$ cat config.mk
export PLATFORM = sky130hd
export DESIGN_NAME = bootcfg_latch
export DESIGN_NICKNAME = d
export VERILOG_FILES = /design/src/rtl/bootcfg_latch.sv
export SDC_FILE = /design/constraint.sdc
export NUM_CORES = 1
export LEC_CHECK = 0
export BUFFER_PORTS_ARGS = -buffer_cell sky130_fd_sc_hd__buf_2
export CELL_PAD_IN_SITES_DETAIL_PLACEMENT = 2
export CELL_PAD_IN_SITES_GLOBAL_PLACEMENT = 2
export CORE_MARGIN = 1.5
export CORE_UTILIZATION = 19
export DETAILED_ROUTE_END_ITERATION = 10
export PLACE_DENSITY_LB_ADDON = 0.08
export SETUP_SLACK_MARGIN = 0.3
export SLEW_MARGIN = 10
export SYNTH_ARGS = -nofsm -noshare
export SYNTH_HDL_FRONTEND = slang
export SYNTH_SLANG_ARGS = --single-unit
$ cat constraint.sdc
create_clock -name clk -period 2.9 [get_ports clk]
set_input_delay 0.145 -clock clk [delete_from_list [all_inputs] [get_ports clk]]
set_output_delay 0.145 -clock clk [all_outputs]
set_load 0.02 [all_outputs]
$ cat src/rtl/bootcfg_latch.sv
module bootcfg_latch #(
  parameter int ADDR_W = 4,
  parameter int DATA_W = 32,
  parameter int NUM_CS = 4
) (
  input  logic              clk,
  input  logic              rst_n,
  input  logic [2:0]        cfg_pinmode,
  input  logic              cfg_wide_cs2,
  input  logic [2:0]        cfg_pllmul,
  input  logic              cfg_fastboot,
  input  logic              cfg_little,
  input  logic              cfg_pci_en,
  input  logic [ADDR_W-1:0] reg_addr,
  input  logic              reg_we,
  input  logic [DATA_W-1:0] reg_wdata,
  output logic [DATA_W-1:0] reg_rdata,
  output logic [2:0]        pinmode_eff,
  output logic [NUM_CS-1:0] cs_wide,
  output logic              little_endian,
  output logic [2:0]        pll_mul,
  output logic              pci_mode,
  output logic              pull_en
);
  localparam logic [ADDR_W-1:0] A_STAT = ADDR_W'(0);
  localparam logic [ADDR_W-1:0] A_MUX  = ADDR_W'(1);
  localparam logic [ADDR_W-1:0] A_CSW  = ADDR_W'(2);

  logic [2:0]        mode_q, pll_q, mux_q;
  logic              wide_q, fb_q, little_q, pci_q;
  logic [NUM_CS-1:0] csw_q;
  logic              unused_wdata;

  always_ff @(posedge clk) begin
    if (!rst_n) begin
      mode_q   <= cfg_pinmode;
      wide_q   <= cfg_wide_cs2;
      pll_q    <= cfg_pllmul;
      fb_q     <= cfg_fastboot;
      little_q <= cfg_little;
      pci_q    <= cfg_pci_en;
    end
  end

  always_ff @(posedge clk) begin
    if (!rst_n) begin
      mux_q <= cfg_pinmode;
      csw_q <= {{(NUM_CS-1){1'b0}}, cfg_wide_cs2};
    end else if (reg_we) begin
      if (reg_addr == A_MUX) mux_q <= reg_wdata[2:0];
      if (reg_addr == A_CSW) csw_q <= reg_wdata[NUM_CS-1:0];
    end
  end

  always_comb begin
    reg_rdata = '0;
    case (reg_addr)
      A_STAT: reg_rdata[9:0] = {pci_q, little_q, fb_q, pll_q, wide_q, mode_q};
      A_MUX: begin
        reg_rdata[2:0] = mux_q;
        reg_rdata[8]   = pci_q;
      end
      A_CSW: reg_rdata[NUM_CS-1:0] = csw_q;
      default: reg_rdata = '0;
    endcase
  end

  assign unused_wdata  = ^reg_wdata;
  assign pinmode_eff   = mux_q;
  assign cs_wide       = csw_q;
  assign little_endian = little_q;
  assign pll_mul       = fb_q ? pll_q : 3'd0;
  assign pci_mode      = pci_q;
  assign pull_en       = ~pci_q;
endmodule

==> results.cfg <==
[critical_path]
worstReg2RegStart = cs_wide[1]
crit_arrival_ns = 1.24
worstSetupStartpointType = register
path_class = register to primary output
timing.rr.end = cs_wide[1]
cp_slowest_stage_delay_ns = 0.39
critPathBufInv = 1
path_cells = mux2i_1 > a2bb2oi_1 > nor3_1 > buf_2
critPathMaxFanout = 2
end_kind = primary output
r2r_cells = 2
critPathTopFamily = flip-flops
critPathSlowestCell = edfxtp_1
reg2reg_slack_ns = 2.26
cp.required_ns = 2.76

[synth]
yosys-top-cells-count = buf_4, edfxtp_1, nand2_1
synth_area_leaders = edfxtp_1, buf_4, mux2i_1
synth_top_area_share = 0.431
yosysSeqAreaShare = 0.492
synth_warnings = 0
synth-edff-count = 14
synth_cells = 92
async_reset_ff_frac = 0
synth_area_um2 = 976
synth_most_common_cell = buf_4
synth-seq-cells = 17
yosysUniqueCellTypes = 20
synth_ff_type = edfxtp_1
syn_avg_cell_area_um2 = 10.6
yosys.area.top_type = edfxtp_1

[global_routing]
grt_pass1_wl_um = 3500
use_met1 = 0.115
grt_max_degree = 15
track_usage = 0.0877
grt_use_met2 = 0.141
antenna_found_initial = 0
grt_overflow_total = 0
busiest_layer = met2
use_met3 = 0.0187
grt_pass1_vias = 702

[min_path]
whs_path_depth = 1
hp-start = cfg_pllmul[1]
min_to = pll_q[1]
hp-class = input pin to register

[clock_tree]
clk_latency_ns = 0.25
cts_setup_buffers = 0
cts_resized = 0
cts_tree = yes
clkTransAtPathRegs_ns = 0.07
numCtsBuffers = 3
ctsLongestPathBuffers = 2
cts_hold_buffers = 0
cts-htree-levels = 1
cts_root_buf = clkbuf_8
cts_sinks = 17

[sta]
skew_ns = 0
tightest_slew_ns = 0.580
tns_ns = 0
slew_headroom = 0.610
rsz0062_at_grt = false
setup_viol_count_final = 0
fmax_ghz = 0.723
finalMaxSlewViolations = 0
layout_min_cycle_time_ns = 1.38
fin_crit_sh = 0.477
hold_viol_final = 0

[placed_design]
io_buffers = 43
dp_cells = 199
hpwl_um = 1990
gp_congestion = 0.639

[layout]
drive_above_1_share = 0.368
fin_cells = 203
n_fill_cell = 583
antenna-diode-count = 0
multiInputGateArea_um2 = 375
nNetsFinal = 186
layout.area.seq_um2 = 480
syn2layout_area_growth_pct = 25.3

[routing]
num_vias = 728
finalWirelength_um = 2410
wl_per_cell_um = 11.9
drc = 0
viasPerCell = 3.59
first_iter_violations = 22
ant_nets = 0
dr.pass1.iters = 2

[die]
die-area_mm2 = 0.00558
core.rowCount = 25
fp.dieH_um = 74.7
initial_core_util = 0.201
die_w_um = 74.7
io-pin-count = 94
core_mm2 = 0.00485

[job]
cap_violations = 0

[power_and_ir_drop]
p_leak_nw = 0.611
max-vdd-ir-drop_uv = 140
p_per_area_mw_per_mm2 = 476

[status]
status = finished clean
[flip-flops by register name (all words and copies together), names as in the netlist]
name           flops
cs_wide            4
fb_q               1
little_endian      1
mode_q             3
pci_mode           1
pinmode_eff        3
pll_q              3
wide_q             1
[through the flow]
step                      instance area [µm²]   util  total power, W  worst slack, ns  hold WS, ns
final                                    1220  0.252        0.000582             1.52       0.0729
after global routing                     1220  0.252        0.000613             1.42       0.0617
after CTS                                1220  0.252        0.000592             1.50       0.0676
after detailed placement                 1180  0.243        0.000416             1.26        0.324
after global placement                   1180  0.243        0.000414             1.26        0.324
after floorplan                          1050      -        0.000396             1.58        0.244
[worst max path at each step]
| stage | from | to | cells past startpoint |
|---|---|---|---|
| 6_report | pinmode_eff[1] | reg_rdata[1] | 4 |
| 5_1_grt | pinmode_eff[1] | reg_rdata[1] | 4 |
| 3_3_place_gp | reg_addr[3] | pinmode_eff[1] | 3 |
| 2_1_floorplan | cs_wide[3] | reg_rdata[3] | 2 |
| 3_5_place_dp | reg_addr[3] | pinmode_eff[1] | 3 |
| 4_1_cts | pinmode_eff[0] | reg_rdata[0] | 4 |
[power breakdown]
group / switching (W) / total [W] / internal (W) / leakage (nW)
clock: 0.0000764 / 0.000174 / 0.0000973 / 0.0228
sequential: 0.00000756 / 0.000292 / 0.000284 / 0.161
combinational: 0.0000812 / 0.000117 / 0.0000355 / 0.428
total: 0.000165 / 0.000582 / 0.000417 / 0.611
[cell type report]
type,count,share of cell area
sequential,17,0.393
timing repair buffer,43,0.176
multi-input combinational,66,0.307
inverter,6,0.0184
clock buffer,4,0.0368
tap,67,0.0686
[layout by cell type, fill, tap and decap left out]
| cell | count |
|---|---|
| nor2_1 | 2 |
| nor4_1 | 1 |
| dfxtp_1 | 3 |
| clkbuf_8 | 3 |
| nor2b_4 | 1 |
| a2bb2oi_1 | 2 |
| nand2_1 | 10 |
| inv_1 | 6 |
| nor2_4 | 1 |
| conb_1 | 22 |
| nor3_1 | 3 |
| or2_1 | 1 |
| buf_2 | 43 |
| o21ai_0 | 5 |
| nand3_2 | 1 |
| edfxtp_1 | 14 |
| a21boi_1 | 1 |
| mux2i_1 | 8 |
| or3_4 | 1 |
| and2_1 | 7 |
| clkbuf_1 | 1 |
[metal layers]
metal  up-vias  part of all wire
met5         -                 0
met4         0            0.0087
met3         2             0.076
met2        37              0.46
met1       339              0.46
li1        350                 -
[cell families after synthesis]
| kind of cell | count (synthesis) | synth area share |
|---|---|---|
| multiplexers | 8 | 0.0821 |
| AO/OA/AOI/OAI | 8 | 0.0513 |
| flip-flops | 17 | 0.492 |
| buffers and inverters | 30 | 0.204 |
| AND/OR/NAND/NOR | 28 | 0.167 |
| other | 1 | 0.00384 |
No activity file was read; power rests on OpenSTA's default activity.
